$ cat src/rtl/rfc_pkg.sv
package rfc_pkg;
    typedef enum logic [2:0] {
        ST_INIT     = 3'd0,
        ST_ACTIVE   = 3'd1,
        ST_MCU_ONLY = 3'd2,
        ST_SAFE     = 3'd3,
        ST_ORDERLY  = 3'd4
    } rfc_state_e;

    typedef enum logic [1:0] {
        TRG_IMM = 2'b00,
        TRG_ORD = 2'b01,
        TRG_MCU = 2'b10,
        TRG_SOC = 2'b11
    } rfc_trig_e;

    localparam logic [1:0] GRP_MCU = 2'b00;
    localparam logic [1:0] GRP_SOC = 2'b01;
endpackage

$ cat src/rtl/rfc_fault_arbiter.sv
module rfc_fault_arbiter
    import rfc_pkg::*;
#(
    parameter int N_RAILS = 8
) (
    input  logic [N_RAILS-1:0]   flt_pg,
    input  logic [N_RAILS-1:0]   flt_short,
    input  logic [N_RAILS-1:0]   flt_ilim,
    input  logic [2*N_RAILS-1:0] rail_grp,
    input  logic [1:0]           trig_mcu,
    input  logic [1:0]           trig_soc,
    input  logic [1:0]           trig_oth,
    input  logic                 live_mcu,
    input  logic                 live_soc,
    input  logic                 live_oth,
    output logic                 react_vld,
    output rfc_trig_e            react
);
    logic [N_RAILS-1:0] hit_m, hit_s, hit_o;
    logic               grp_m, grp_s, grp_o;
    logic [3:0]         want;

    generate
        for (genvar i = 0; i < N_RAILS; i++) begin : g_rail
            logic       bad;
            logic [1:0] code;
            assign bad      = flt_pg[i] | flt_short[i] | flt_ilim[i];
            assign code     = rail_grp[2*i +: 2];
            assign hit_m[i] = bad && (code == GRP_MCU);
            assign hit_s[i] = bad && (code == GRP_SOC);
            assign hit_o[i] = bad && code[1];
        end
    endgenerate

    assign grp_m = (|hit_m) && live_mcu;
    assign grp_s = (|hit_s) && live_soc;
    assign grp_o = (|hit_o) && live_oth;

    always_comb begin
        want = 4'b0000;
        if (grp_m) want[trig_mcu] = 1'b1;
        if (grp_s) want[trig_soc] = 1'b1;
        if (grp_o) want[trig_oth] = 1'b1;
        react_vld = |want;
        if (want[TRG_IMM])      react = TRG_IMM;
        else if (want[TRG_MCU]) react = TRG_MCU;
        else if (want[TRG_SOC]) react = TRG_SOC;
        else                    react = TRG_ORD;
    end


    always_comb begin
        if (react_vld) begin
            pick_src_chk: assert ((grp_m && trig_mcu == react) ||
                                  (grp_s && trig_soc == react) ||
                                  (grp_o && trig_oth == react));
        end
    end
endmodule

$ cat src/rtl/rfc_retry_ctrl.sv
module rfc_retry_ctrl #(
    parameter int WIN_W = 8,
    parameter int CNT_W = 3
) (
    input  logic             clk,
    input  logic             rst_n,
    input  logic             clr,
    input  logic             in_safe,
    input  logic             fault_any,
    input  logic [WIN_W-1:0] rcv_window,
    input  logic [CNT_W-1:0] rcv_limit,
    output logic             recover,
    output logic [CNT_W-1:0] count
);
    logic [WIN_W-1:0] tmr_q;
    logic [CNT_W-1:0] cnt_q;

    assign recover = in_safe && !fault_any && (tmr_q < rcv_window) && (cnt_q < rcv_limit);
    assign count   = cnt_q;

    always_ff @(posedge clk or negedge rst_n) begin
        if (!rst_n) begin
            tmr_q <= '0;
            cnt_q <= '0;
        end else if (clr) begin
            tmr_q <= '0;
            cnt_q <= '0;
        end else begin
            if (!in_safe)          tmr_q <= '0;
            else if (tmr_q != '1)  tmr_q <= tmr_q + 1'b1;
            if (recover && cnt_q != '1) cnt_q <= cnt_q + 1'b1;
        end
    end


    cnt_step_chk: assert property (@(posedge clk) disable iff (!rst_n)
        (recover && !clr) |=> count == CNT_W'($past(count) + 1'b1));

    cnt_hold_chk: assert property (@(posedge clk) disable iff (!rst_n)
        (!clr && !recover) |=> count == $past(count));
endmodule

$ cat src/rtl/rfc_reset_pulse.sv
module rfc_reset_pulse #(
    parameter int LEN = 4
) (
    input  logic clk,
    input  logic rst_n,
    input  logic clr,
    input  logic load,
    output logic busy
);
    localparam int PW = $clog2(LEN + 1);
    logic [PW-1:0] cnt_q;

    always_ff @(posedge clk or negedge rst_n) begin
        if (!rst_n)            cnt_q <= '0;
        else if (clr)          cnt_q <= '0;
        else if (load)         cnt_q <= PW'(LEN);
        else if (cnt_q != '0)  cnt_q <= cnt_q - 1'b1;
    end

    assign busy = (cnt_q != '0);


    pulse_len_chk: assert property (@(posedge clk) disable iff (!rst_n)
        (busy && !load && !clr) |=> cnt_q == $past(cnt_q) - 1'b1);
endmodule

$ cat src/rtl/rail_fault_ctrl.sv
module rail_fault_ctrl
    import rfc_pkg::*;
#(
    parameter int N_RAILS  = 8,
    parameter int WIN_W    = 8,
    parameter int CNT_W    = 3,
    parameter int SRST_LEN = 4
) (
    input  logic                 clk,
    input  logic                 rst_n,
    input  logic [N_RAILS-1:0]   flt_pg,
    input  logic [N_RAILS-1:0]   flt_short,
    input  logic [N_RAILS-1:0]   flt_ilim,
    input  logic [2*N_RAILS-1:0] rail_grp,
    input  logic [1:0]           trig_mcu,
    input  logic [1:0]           trig_soc,
    input  logic [1:0]           trig_oth,
    input  logic [WIN_W-1:0]     rcv_window,
    input  logic [CNT_W-1:0]     rcv_limit,
    input  logic                 supply_uv,
    input  logic                 sleep_a,
    input  logic                 sleep_b,
    output logic [2:0]           dev_state,
    output logic                 rail_en_mcu,
    output logic                 rail_en_soc,
    output logic                 rail_en_oth,
    output logic                 mcu_rst_n,
    output logic                 soc_rst_n,
    output logic                 drive_en,
    output logic                 irq_mcu_pwr,
    output logic                 irq_soc_pwr,
    output logic [CNT_W-1:0]     retry_cnt
);
    rfc_state_e state_q, st_n;
    logic       ack_q, ack_n;
    logic       kill_q, kill_n;
    logic       irqm_q, irqm_n, irqs_q, irqs_n;
    logic       load_p;
    logic       react_vld, recover, pulse_busy, fault_any;
    logic       live_mo, live_soc;
    rfc_trig_e  react;

    assign fault_any = |{flt_pg, flt_short, flt_ilim};
    assign live_mo   = (state_q == ST_ACTIVE) || (state_q == ST_MCU_ONLY);
    assign live_soc  = (state_q == ST_ACTIVE);

    rfc_fault_arbiter #(.N_RAILS(N_RAILS)) u_arb (
        .flt_pg(flt_pg), .flt_short(flt_short), .flt_ilim(flt_ilim),
        .rail_grp(rail_grp), .trig_mcu(trig_mcu), .trig_soc(trig_soc),
        .trig_oth(trig_oth), .live_mcu(live_mo), .live_soc(live_soc),
        .live_oth(live_mo), .react_vld(react_vld), .react(react)
    );

    rfc_retry_ctrl #(.WIN_W(WIN_W), .CNT_W(CNT_W)) u_retry (
        .clk(clk), .rst_n(rst_n), .clr(supply_uv),
        .in_safe(state_q == ST_SAFE), .fault_any(fault_any),
        .rcv_window(rcv_window), .rcv_limit(rcv_limit),
        .recover(recover), .count(retry_cnt)
    );

    rfc_reset_pulse #(.LEN(SRST_LEN)) u_pulse (
        .clk(clk), .rst_n(rst_n), .clr(supply_uv), .load(load_p), .busy(pulse_busy)
    );

    // next-state logic
    always_comb begin
        st_n   = state_q;
        ack_n  = ack_q;
        kill_n = kill_q;
        irqm_n = 1'b0;
        irqs_n = 1'b0;
        load_p = 1'b0;
        unique case (state_q)
            ST_INIT: begin
                st_n   = ST_ACTIVE;
                kill_n = 1'b0;
                ack_n  = 1'b0;
            end
            ST_ACTIVE, ST_MCU_ONLY: begin
                if (react_vld) begin
                    unique case (react)
                        TRG_IMM: begin
                            st_n   = ST_SAFE;
                            irqm_n = 1'b1;
                        end
                        TRG_MCU: begin
                            st_n   = ST_SAFE;
                            irqm_n = 1'b1;
                            kill_n = 1'b1;
                        end
                        TRG_SOC: begin
                            st_n   = ST_MCU_ONLY;
                            irqs_n = 1'b1;
                            load_p = 1'b1;
                            ack_n  = 1'b0;
                        end
                        TRG_ORD: st_n = ST_ORDERLY;
                    endcase
                end else if (state_q == ST_MCU_ONLY) begin
                    if (ack_q && sleep_a) begin
                        st_n  = ST_ACTIVE;
                        ack_n = 1'b0;
                    end else if (!sleep_a && sleep_b) begin
                        ack_n = 1'b1;
                    end
                end
            end
            ST_ORDERLY: st_n = ST_SAFE;
            ST_SAFE: if (recover) st_n = ST_INIT;
            default: st_n = ST_INIT;
        endcase
        if (supply_uv) begin
            st_n   = ST_INIT;
            ack_n  = 1'b0;
            kill_n = 1'b0;
            irqm_n = 1'b0;
            irqs_n = 1'b0;
            load_p = 1'b0;
        end
    end

    // state register
    always_ff @(posedge clk or negedge rst_n) begin
        if (!rst_n) begin
            state_q <= ST_INIT;
            ack_q   <= 1'b0;
            kill_q  <= 1'b0;
            irqm_q  <= 1'b0;
            irqs_q  <= 1'b0;
        end else begin
            state_q <= st_n;
            ack_q   <= ack_n;
            kill_q  <= kill_n;
            irqm_q  <= irqm_n;
            irqs_q  <= irqs_n;
        end
    end

    // outputs
    always_comb begin
        rail_en_mcu = 1'b0;
        rail_en_soc = 1'b0;
        rail_en_oth = 1'b0;
        mcu_rst_n   = 1'b0;
        soc_rst_n   = 1'b0;
        drive_en    = 1'b0;
        unique case (state_q)
            ST_INIT: ;
            ST_ACTIVE: begin
                rail_en_mcu = 1'b1;
                rail_en_soc = 1'b1;
                rail_en_oth = 1'b1;
                mcu_rst_n   = 1'b1;
                soc_rst_n   = !pulse_busy;
                drive_en    = 1'b1;
            end
            ST_MCU_ONLY: begin
                rail_en_mcu = 1'b1;
                rail_en_oth = 1'b1;
                mcu_rst_n   = 1'b1;
                soc_rst_n   = !pulse_busy;
                drive_en    = 1'b1;
            end
            ST_ORDERLY: begin
                rail_en_mcu = 1'b1;
                rail_en_oth = 1'b1;
                mcu_rst_n   = 1'b1;
                drive_en    = 1'b1;
            end
            ST_SAFE: rail_en_oth = !kill_q;
            default: ;
        endcase
    end

    assign dev_state   = state_q;
    assign irq_mcu_pwr = irqm_q;
    assign irq_soc_pwr = irqs_q;


    release_needs_ack_chk: assert property (@(posedge clk) disable iff (!rst_n)
        (state_q == ST_MCU_ONLY && !ack_q) |=> state_q != ST_ACTIVE);

    soc_irq_chk: assert property (@(posedge clk) disable iff (!rst_n)
        irq_soc_pwr |-> (state_q == ST_MCU_ONLY && !soc_rst_n && drive_en && rail_en_mcu));

    uv_init_chk: assert property (@(posedge clk) disable iff (!rst_n)
        supply_uv |=> (state_q == ST_INIT && retry_cnt == '0));

    orderly_one_chk: assert property (@(posedge clk) disable iff (!rst_n)
        (state_q == ST_ORDERLY && !supply_uv) |=> state_q == ST_SAFE);

    limit_hold_chk: assert property (@(posedge clk) disable iff (!rst_n)
        (state_q == ST_SAFE && retry_cnt >= rcv_limit && !supply_uv) |=> state_q == ST_SAFE);
endmodule

$ cat config.mk
export PLATFORM = sky130hd
export DESIGN_NAME = rail_fault_ctrl
export DESIGN_NICKNAME = d
export VERILOG_FILES = /design/src/rtl/rfc_pkg.sv /design/src/rtl/rfc_fault_arbiter.sv /design/src/rtl/rfc_retry_ctrl.sv /design/src/rtl/rfc_reset_pulse.sv /design/src/rtl/rail_fault_ctrl.sv
export SDC_FILE = /design/constraint.sdc
export NUM_CORES = 1
export LEC_CHECK = 0
export ABC_AREA = 1
export CORE_MARGIN = 3
export CORE_UTILIZATION = 42
export DETAILED_ROUTE_END_ITERATION = 16
export GPL_TIMING_DRIVEN = 0
export PLACE_DENSITY = 0.9
export SLEW_MARGIN = 5
export SYNTH_ARGS = -nofsm -noshare
export SYNTH_HDL_FRONTEND = slang
export SYNTH_HIERARCHICAL = 1
export SYNTH_SLANG_ARGS = --single-unit
export TNS_END_PERCENT = 30
$ cat constraint.sdc
create_clock -name clk -period 1.9 [get_ports clk]
set_input_delay 0.475 -clock clk [delete_from_list [all_inputs] [get_ports clk]]
set_output_delay 0.475 -clock clk [all_outputs]
set_load 0.03 [all_outputs]
# Word-level counts from Yosys, hierarchy flattened
# Cells that the tools add are included.
[word_totals]
reg_bits = 21
wordCells = 178
in_bits = 62
[classes]
bitwise_logic = 18
reduce_logical = 66
add_sub_neg = 3
order_cmp = 8
muxes = 50
eq_ne = 25
[op_table]
columns = ["op", "n"]
rows = [
  ["1-bit logical AND", 36],
  ["3-bit two-way mux", 10],
  ["8-bit two-way mux", 3],
  ["24-bit OR reduction", 1],
  ["8-bit OR reduction", 3],
  ["1-bit two-way mux", 23],
  ["2-bit by 1-bit equality test with 1-bit output (second input constant)", 9],
  ["2-bit zero test", 9],
  ["1-bit OR", 16],
  ["4-bit two-way mux", 3],
  ["3-bit one-hot mux with 4 select lines", 1],
  ["2-bit by 3-bit less-than comparator with 1-bit output (second input constant)", 3],
  ["3-bit inequality test (second input constant)", 3],
  ["3-bit one-hot mux with 3 select lines", 1],
  ["3-bit nonzero test", 3],
  ["8-bit by 1-bit adder with 8-bit output (second input constant)", 1],
  ["8-bit less-than comparator", 1],
  ["4-bit by 1-bit inequality test with 1-bit output (second input constant)", 2],
  ["8-bit inequality test (second input constant)", 1],
  ["4-bit OR", 2],
  ["1-bit demux with 2-bit select", 3],
  ["3-bit by 2-bit equality test with 1-bit output (second input constant)", 2],
  ["2-bit by 1-bit >= comparator with 1-bit output (second input constant)", 3],
  ["2-bit two-way mux", 3],
  ["other kinds (19)", 28],
]

# Logic depth before layout (Yosys ltp)
# Gate-level depths: netlist of run 1.
[depth]
depth_word = 20
depth_mapped = 17
mapped_depth_nobuf = 17

# Cells and area by module
# The synthesis of run 1 kept the hierarchy.
[modules_own_cells]
columns = ["module", "instances", "area_each_um2", "cells_per_inst"]
rows = [
  ["rfc_retry_ctrl", 1, 874.6, 119],
  ["rail_fault_ctrl", 1, 554.3, 79],
  ["rfc_fault_arbiter", 1, 545.5, 130],
  ["rfc_reset_pulse", 1, 197.7, 24],
]

# Worst setup path after synthesis of run 1
# No wires, ideal clock.
[synth_path]
path_kind = "register to register"
startpoint = "register state_q[1] (netlist: dev_state[1])"
endpoint = "register u_pulse.cnt_q[2]"
path_buffers = 0
setup_ns = 0.071
t_arrival_ns = 2.142
slack_ns = -0.314
synth_period_minus_slack_ns = 2.214
t_required_ns = 1.829
stages_incl_launch_ff = 14
cell_sequence = "dfrtp_1 -> inv_1 -> nand2_1 -> nor2_2 -> nand4_1 -> nand2_1 -> nor2_1 -> nand2_1 -> nand3_1 -> nor2_1 -> nor2_2 -> nand2_2 -> nand2_1 -> nor2_1"
[synth_between]
word_cells_on_any_way = 24
cone_classes = "eq/ne (3); mux (12); bitwise (2); reduce/logical (7)"
[synth_rtl]
columns = ["item", "line_no", "text"]
rows = [
  ["start, declared", "rail_fault_ctrl.sv:34", "rfc_state_e state_q, st_n;"],
  ["start signal, assigned", "rail_fault_ctrl.sv:131", "state_q <= st_n;"],
  ["3-bit by 1-bit equality test with 1-bit output / 3-bit by 2-bit equality test with 1-bit output (equally long branches)", "rail_fault_ctrl.sv:44, rail_fault_ctrl.sv:45", ""],
  ["1-bit logical OR", "rail_fault_ctrl.sv:44", "assign live_mo = (state_q == ST_ACTIVE) || (state_q == ST_MCU_ONLY);"],
  ["1-bit logical AND", "rfc_fault_arbiter.sv:35", "assign grp_m = (|hit_m) && live_mcu;"],
  ["4-bit two-way mux", "rfc_fault_arbiter.sv:41", "if (grp_m) want[trig_mcu] = 1'b1;"],
  ["4-bit OR (no source line)", "--", ""],
  ["4-bit two-way mux", "rfc_fault_arbiter.sv:42", "if (grp_s) want[trig_soc] = 1'b1;"],
  ["4-bit OR (no source line)", "--", ""],
  ["4-bit two-way mux (*)", "rfc_fault_arbiter.sv:43", "if (grp_o) want[trig_oth] = 1'b1;"],
  ["4-bit OR reduction (*)", "rfc_fault_arbiter.sv:44", "react_vld = |want;"],
  ["named net react_vld", "rail_fault_ctrl.sv:39", "logic react_vld, recover, pulse_busy, fault_any;"],
  ["1-bit two-way mux (*) (3 in series)", "--", ""],
  ["named net irqs_n", "rail_fault_ctrl.sv:37", "logic irqm_q, irqm_n, irqs_q, irqs_n;"],
  ["3-bit two-way mux", "rfc_reset_pulse.sv:16", "else if (load) cnt_q <= PW'(LEN);"],
  ["3-bit two-way mux", "rfc_reset_pulse.sv:15", "else if (clr) cnt_q <= '0;"],
  ["end signal, assigned", "rfc_reset_pulse.sv:16", ""],
  ["end signal, assigned", "rfc_reset_pulse.sv:17", "else if (cnt_q != '0) cnt_q <= cnt_q - 1'b1;"],
  ["end, declared", "rfc_reset_pulse.sv:11", "logic [PW-1:0] cnt_q;"],
]
# Mark *: on every way through the listed nets, which the timed path passes. The rest lies on a longest branch.
# A chain may end at the register's enable or synchronous reset.

# Final worst setup path of run 1
[layout_path]
startpoint = "input flt_short[3]"
endpoint = "register state_q[1] (netlist: dev_state[1])"
[layout_between]
word_cells_on_any_way = 38
cone_classes = "eq/ne (6); mux (10); bitwise (4); reduce/logical (18)"
[layout_rtl]
columns = ["item", "line_no", "text"]
rows = [
  ["start, declared", "rail_fault_ctrl.sv:12", "input logic [N_RAILS-1:0] flt_short,"],
  ["1-bit OR (*) (2 in series)", "rfc_fault_arbiter.sv:27", "assign bad = flt_pg[i] | flt_short[i] | flt_ilim[i];"],
  ["1-bit logical AND", "rfc_fault_arbiter.sv:29", "assign hit_m[i] = bad && (code == GRP_MCU);"],
  ["8-bit OR reduction", "rfc_fault_arbiter.sv:35", ""],
  ["1-bit logical AND", "rfc_fault_arbiter.sv:35", ""],
  ["4-bit two-way mux", "rfc_fault_arbiter.sv:41", ""],
  ["4-bit OR (no source line)", "--", ""],
  ["4-bit two-way mux", "rfc_fault_arbiter.sv:42", ""],
  ["4-bit OR (no source line)", "--", ""],
  ["[2 not listed]", "--", ""],
  ["2-bit two-way mux (*)", "rfc_fault_arbiter.sv:45", "if (want[TRG_IMM]) react = TRG_IMM;"],
  ["named net react[0]", "rail_fault_ctrl.sv:41", "rfc_trig_e react;"],
  ["2-bit equality test / 2-bit zero test (equally long branches)", "rail_fault_ctrl.sv:81", "unique case (react)"],
  ["2-bit OR reduction (no source line)", "--", ""],
  ["3-bit one-hot mux with 3 select lines (*)", "rail_fault_ctrl.sv:81", ""],
  ["3-bit two-way mux (*)", "rail_fault_ctrl.sv:80", "if (react_vld) begin"],
  ["3-bit one-hot mux with 4 select lines (*)", "rail_fault_ctrl.sv:73", "unique case (state_q)"],
  ["3-bit two-way mux (*)", "rail_fault_ctrl.sv:112", "if (supply_uv) begin"],
]
# Marks and branches as above.

==> results.yml, run 1 <==
sta:
  finalCriticalPeriod_ns: 2.09
  rsz0062_at_grt: "yes"
  tns_ns: -1.32
  finalSetupViolations: 15
  worst_slack_ns: -0.188
  finalCritPeriodShare_pct: 110
  fmax_mhz: 479
  hold_violations: 0
  skew_ns: 0.00837
  slew_violations: 0
  fin_hold_ws_ns: 0.540
  maxSlewHeadroom_pct: 34.7
  worst_pin_slew_ns: 0.977
clocking:
  cts_max_level: 1
  hold_buffers: 0
  cts.root.buffer_cell: "clkbuf_8"
  path_clk_slew_ns: 0.09
  cts_tree: "done"
  cts.sinks: 21
  insertion_delay_ns: 0.27
  numCtsBuffers: 3
  clock_path_buffers: 2
global_route:
  grt_pass1_wl_mm: 10.5
  grt.total_usage_pct: 20.8
  grt_max_degree: 22
  grt_pass1_vias: 2428
  antenna_found_initial: 0
  grt-ovfl-total: 0
route:
  vias: 2551
  drt-initial-drc-count: 177
  wl_per_cell_microns: 13.1
  totalWireLength_mm: 6.72
  drt-pass1-iter-count: 4
  via_per_inst: 4.96
  drc_errors: 0
  ant_nets: 0
logic_synthesis:
  yosys_warnings: 6
  synthFlopType: "dfrtp_1"
  synth_top_family_by_area: "simple AND/OR/NAND/NOR gates"
  ys_async_sr_fraction_pct: 100
  netlist_area_sq_um: 2170
  syn_inst: 352
  synth-adder-area-share_pct: 8.06
  avgSynthCellArea_sq_um: 6.17
  synthTopCellsByArea: "dfrtp_1, nand2_1, inv_1"
  synth_top_area_share_pct: 24.2
  synth_mux_area_share_pct: 0
  synth_common_cells: "nand2_1, inv_1, nor2_1"
  post_synth_and_or_nand_nor_area_fraction_pct: 47.9
  yosysMostFrequentCell: "nand2_1"
  postSynthNetCount: 428
  synth_xor_area_share_pct: 0
  synth_top_area_cell: "dfrtp_1"
  synth_compound_area_share_pct: 7.32
  yosysSeqAreaShare_pct: 24.2
  synth_edf_count: 0
  ys_types: 33
  ys_seq_elements: 21
status:
  violations: "setup timing"
  outcome: "complete, but fails checks"
floorplan:
  die_w_microns: 77.9
  fp-row-count: 25
  chipHeight_microns: 77.9
  die-area_sq_um: 6070
  num_io_pins: 76
  start_util_pct: 44.8
  core-area_sq_um: 4850
finish:
  nets: 524
  fill_cells: 390
  final_util_pct: 68.8
  drive_gt1_share_pct: 33.3
  antenna_cells: 0
  area_growth_pct: 53.5
place:
  place.gp.congestion: 0.873
  io_buffers: 75
  place_ws_ns: -0.791
  dp_hpwl_mm: 4.81
worst_setup_path:
  path_class: "in -> reg"
  worst-endpoint-arrival_ns: 2.25
  start_kind: "input port"
  cp.required_ns: 2.06
  critPathMaxFanout: 5
  end_kind: "flop"
min_path:
  hp-class: "reg -> reg"
job:
  maxCapViolations: 0
power_and_ir_drop:
  p_per_area_nw_per_um2: 1080
  peakVddDrop_mv: 0.746
  leakage_nw: 1.81
cells in the final DEF, fill, tap and decap left out, types with 13 or more instances in the layout:
cell,instances
buf_2,18
buf_4,18
clkdlybuf4s50_1,25
dfrtp_1,18
dlygate4sd2_1,17
inv_1,54
nand2_1,81
nand2_2,26
nand3_1,20
nor2_1,33
nor2_2,16
nor2_4,13
through the flow:
stage	cell area (sq um)	power (mW)	cells
detailed placement	3040	2.69	494
floorplan	2200	2.02	352
global route	3330	3.82	514
CTS	3160	3.25	508
finish	3330	3.59	514
global placement	3040	2.63	494
worst max-delay path, stage by stage:
cell and delay (ns):
buf_2 0.12, nor2_4 0.10, nand2_2 0.08, nand2_1 0.09
nand2_2 0.08, nor2_4 0.14, nand2_4 0.07, nand4_1 0.15
nand3_2 0.16, nor2_4 0.20, inv_2 0.05, or2_1 0.23
nand3_1 0.12, nand2_1 0.06, nand2_1 0.07, o21ai_2 0.06
worst paths after layout:
check	slack, ns	to	cells past startpoint	start
max in group asynchronous	0.50	dev_state[1]	1	rst_n
min reg2reg	0.54	kill_q	2	kill_q
max	-0.19	dev_state[1]	16	flt_short[3]
min	0.54	kill_q	2	kill_q
max reg2reg	-0.18	dev_state[1]	14	dev_state[0]
min in group asynchronous	0.74	u_retry/tmr_q[7]	1	rst_n
report_power, final:
group	total (mW)	leakage [nW]	internal [mW]	switching (mW)
clock network	0.305	0.0255	0.147	0.158
logic	2.66	1.50	1.12	1.54
registers	0.624	0.281	0.537	0.0870
total	3.59	1.81	1.80	1.79
metal layers:
layer | vias to the layer above | wire length, microns | track usage [%]
met4 | 0 | 201 | 6.29
li1 | 1298 | - | -
met5 | - | 0 | 0
met3 | 23 | 300 | 3.94
met2 | 66 | 3450 | 37.5
met1 | 1164 | 2770 | 24.9
flip-flops by register name, summed over array words and instances (netlist names):
register	count
ack_q	1
dev_state	3
irq_mcu_pwr	1
irq_soc_pwr	1
kill_q	1
u_pulse/cnt_q	3
u_retry/count	3
u_retry/tmr_q	8
layout make-up:
cell class / instances / area (sq um) / share of cell area [%]
Inverter: 68 / 260 / 7.80
Clock inverter: 1 / 5.00 / 0.150
Clock buffer: 3 / 41.3 / 1.24
Tap cell: 67 / 83.8 / 2.51
Multi-Input combinational cell: 261 / 1620 / 48.7
Buffer: 2 / 15.0 / 0.450
Sequential cell: 21 / 529 / 15.9
Timing Repair Buffer: 91 / 777 / 23.3
kinds of logic after synthesis:
logic type | count (synthesis)
adder cells (fa/ha/maj) | 14
flip-flops | 21
buffers and inverters | 70
AND/OR/NAND/NOR | 222
AO/OA/AOI/OAI | 25
what timing repair did:
item,CTS,global route
gates resized for setup,192,40
pin swaps,67,45
buffers inserted,10,6
setup endpoints to repair,19,22
Power figures use the tool's default switching activity.
==> run 2, diff against run 1 <==
--- a/config.mk
+++ b/config.mk
@@ -7,10 +7,10 @@
 export LEC_CHECK = 0
 export ABC_AREA = 1
 export CORE_MARGIN = 3
-export CORE_UTILIZATION = 42
+export CORE_UTILIZATION = 40
 export DETAILED_ROUTE_END_ITERATION = 16
 export GPL_TIMING_DRIVEN = 0
-export PLACE_DENSITY = 0.9
+export PLACE_DENSITY = 0.87
 export SLEW_MARGIN = 5
 export SYNTH_ARGS = -nofsm -noshare
 export SYNTH_HDL_FRONTEND = slang
==> run 2 against run 1 <==
Against the previous run:
- cell area grew 5.1%
- critical endpoint is now u_pulse/cnt_q[2]
- sequential power grew 1%
- non-clock buffer count grew 8
- largest cell class unchanged
- sequential cell count is the same
- register-to-register slack gained 0.02 ns
- the flow still finishes with violations (setup timing)
==> results.yml, run 2 (synthesis results as in run 1) <==
power_and_ir_drop:
  pwr-share-seq_pct: 16.1
  p_per_area_nw_per_um2: 1120
  pwr-share-comb_pct: 76.4
  peakVddDrop_mv: 0.633
  fin_total_pwr_mw: 3.93
  leakage_nw: 1.86
  p_int_mw: 2.02
  switching_share_pct: 48.7
  p_sw_mw: 1.91
  p_clk_share_pct: 7.5
place:
  io_buffers: 75
  place.gp.congestion: 0.843
  dp_hpwl_mm: 4.76
job:
  maxCapViolations: 0
worst_setup_path:
  critPathMaxFanout: 4
  path_class: "in -> reg"
  startpoint: "flt_short[1]"
  cp.required_ns: 2.10
  end_kind: "flop"
  worst-endpoint-arrival_ns: 2.28
  regToRegStartpoint: "dev_state[1]"
  start_kind: "input port"
clocking:
  cts_tree: "done"
  cts.root.buffer_cell: "clkbuf_8"
  hold_buffers: 0
  cts_max_level: 1
  clock_path_buffers: 2
  path_clk_slew_ns: 0.08
  cts.sinks: 21
  insertion_delay_ns: 0.26
  numCtsBuffers: 3
finish:
  largest_register_ffs: 8
  nets: 532
  largest-register: "u_retry/tmr_q"
  final_common_cell: "nand2_1"
  drive_gt1_share_pct: 39.3
  antenna_cells: 0
  area_growth_pct: 61.4
  final_cell_mix: "nand2_1, inv_1, nand2_2, nor2_1, buf_4"
floorplan:
  fp-row-count: 26
  num_io_pins: 76
  chipHeight_microns: 79.7
  die-area_sq_um: 6350
  die_w_microns: 79.7
  start_util_pct: 42.0
  core-area_sq_um: 5170
sta:
  worst_pin_slew_ns: 0.964
  rsz0062_at_grt: "yes"
  slew_violations: 0
  finalSetupViolations: 12
  skew_ns: 0.00319
  finalCritPeriodShare_pct: 109
  hold_violations: 0
  worst_slack_ns: -0.174
  maxSlewHeadroom_pct: 35.5
  finalCriticalPeriod_ns: 2.07
  fmax_mhz: 482
  fin_hold_ws_ns: 0.561
status:
  violations: "setup timing"
  outcome: "complete, but fails checks"
route:
  drt-initial-drc-count: 129
  wl_per_cell_microns: 14.0
  drt-pass1-iter-count: 4
  drc_errors: 0
  totalWireLength_mm: 7.37
  vias: 2652
  via_per_inst: 5.05
  ant_nets: 0
min_path:
  hp-class: "reg -> reg"
  hp-start: "u_pulse/cnt_q[1]"
global_route:
  grt_pass1_wl_mm: 10.7
  grt-ovfl-total: 0
  antenna_found_initial: 0
  grt.total_usage_pct: 20.8
  grt_pass1_vias: 2469
  grt_max_degree: 22
## run 2: changes by cell type in the layout (fill, tap and decap cells not counted), moves of 4 or more
cell and change:
nor2_1 -4, dlygate4sd2_1 -10, inv_1 -5, clkdlybuf4s50_1 -4, buf_4 +8, buf_6 +4
inv_2 +5, nand2_1 -4, clkdlybuf4s15_1 +7, nand2_2 +4
## run 2: stage by stage
step                      utilization, %  setup slack [ns]  instance area, sq um  TNS, ns  cells
after floorplan                        -           -0.0516                  2200   -0.160    352
after global placement              58.8            -0.737                  3040    -9.34    497
after detailed placement            58.8            -0.778                  3040   -10.14    497
after CTS                           61.9           -0.0706                  3200   -0.266    512
after global routing                67.8            -0.282                  3510    -2.68    525
final                               67.8            -0.174                  3510    -1.40    525
## run 2: final timing paths
kind                            slack [ns]                to  depth (start not counted)
worst max-delay path                 -0.17  u_pulse/cnt_q[2]                         17
worst min-delay path                  0.56  u_pulse/cnt_q[1]                          2
worst max register to register       -0.16  u_pulse/cnt_q[2]                         15
worst min register to register        0.56  u_pulse/cnt_q[1]                          2
max in group asynchronous             0.51      dev_state[2]                          1
min in group asynchronous             0.74  u_pulse/cnt_q[0]                          1
## run 2: worst max-delay path, cell delays in order
cell and delay [ns]:
buf_2 0.11, nor2_2 0.11, nand2_2 0.08, nand2_1 0.09, nand2_1 0.07, nor2_2 0.11
nand2_2 0.09, nand4_1 0.14, nand3_2 0.16, nor2_4 0.18, buf_6 0.11, nand2_2 0.06
nor2_4 0.14, nor2_2 0.07, nand2_2 0.12, nand2_1 0.06, nor2_1 0.08
## run 2: routing by layer
| layer | part of all wire, % | track usage [%] | vias to the layer above |
|---|---|---|---|
| met2 | 54 | 39.2 | 78 |
| met5 | 0 | 0 | - |
| met4 | 2.1 | 4.81 | 0 |
| met1 | 40 | 24.5 | 1252 |
| li1 | - | - | 1307 |
| met3 | 4.0 | 3.05 | 15 |
## run 2: layout make-up
class	instances	area, sq um
Tap cell	70	87.6
Buffer	2	15.0
Clock buffer	4	45.0
Sequential cell	21	529
Fill cell	381	1670
Multi-Input combinational cell	261	1690
Timing Repair Buffer	99	880
Inverter	68	260
## run 2: repair_timing
item	in CTS	in global routing
endpoints found under the setup margin	19	19
cloned	0	0
pin swaps	70	76
gates resized for setup	204	75
setup buffers	11	13
## run 2: power groups by stage
| stage | clock (mW) | combinational (mW) | sequential [mW] |
|---|---|---|---|
| 5_1_grt | 0.323 | 3.18 | 0.642 |
| 6_report | 0.296 | 3.00 | 0.632 |
| 3_3_place_gp | 0 | 2.00 | 0.622 |
| 3_5_place_dp | 0 | 2.04 | 0.628 |
| 4_1_cts | 0.302 | 2.31 | 0.626 |
| 2_1_floorplan | 0 | 1.33 | 0.697 |
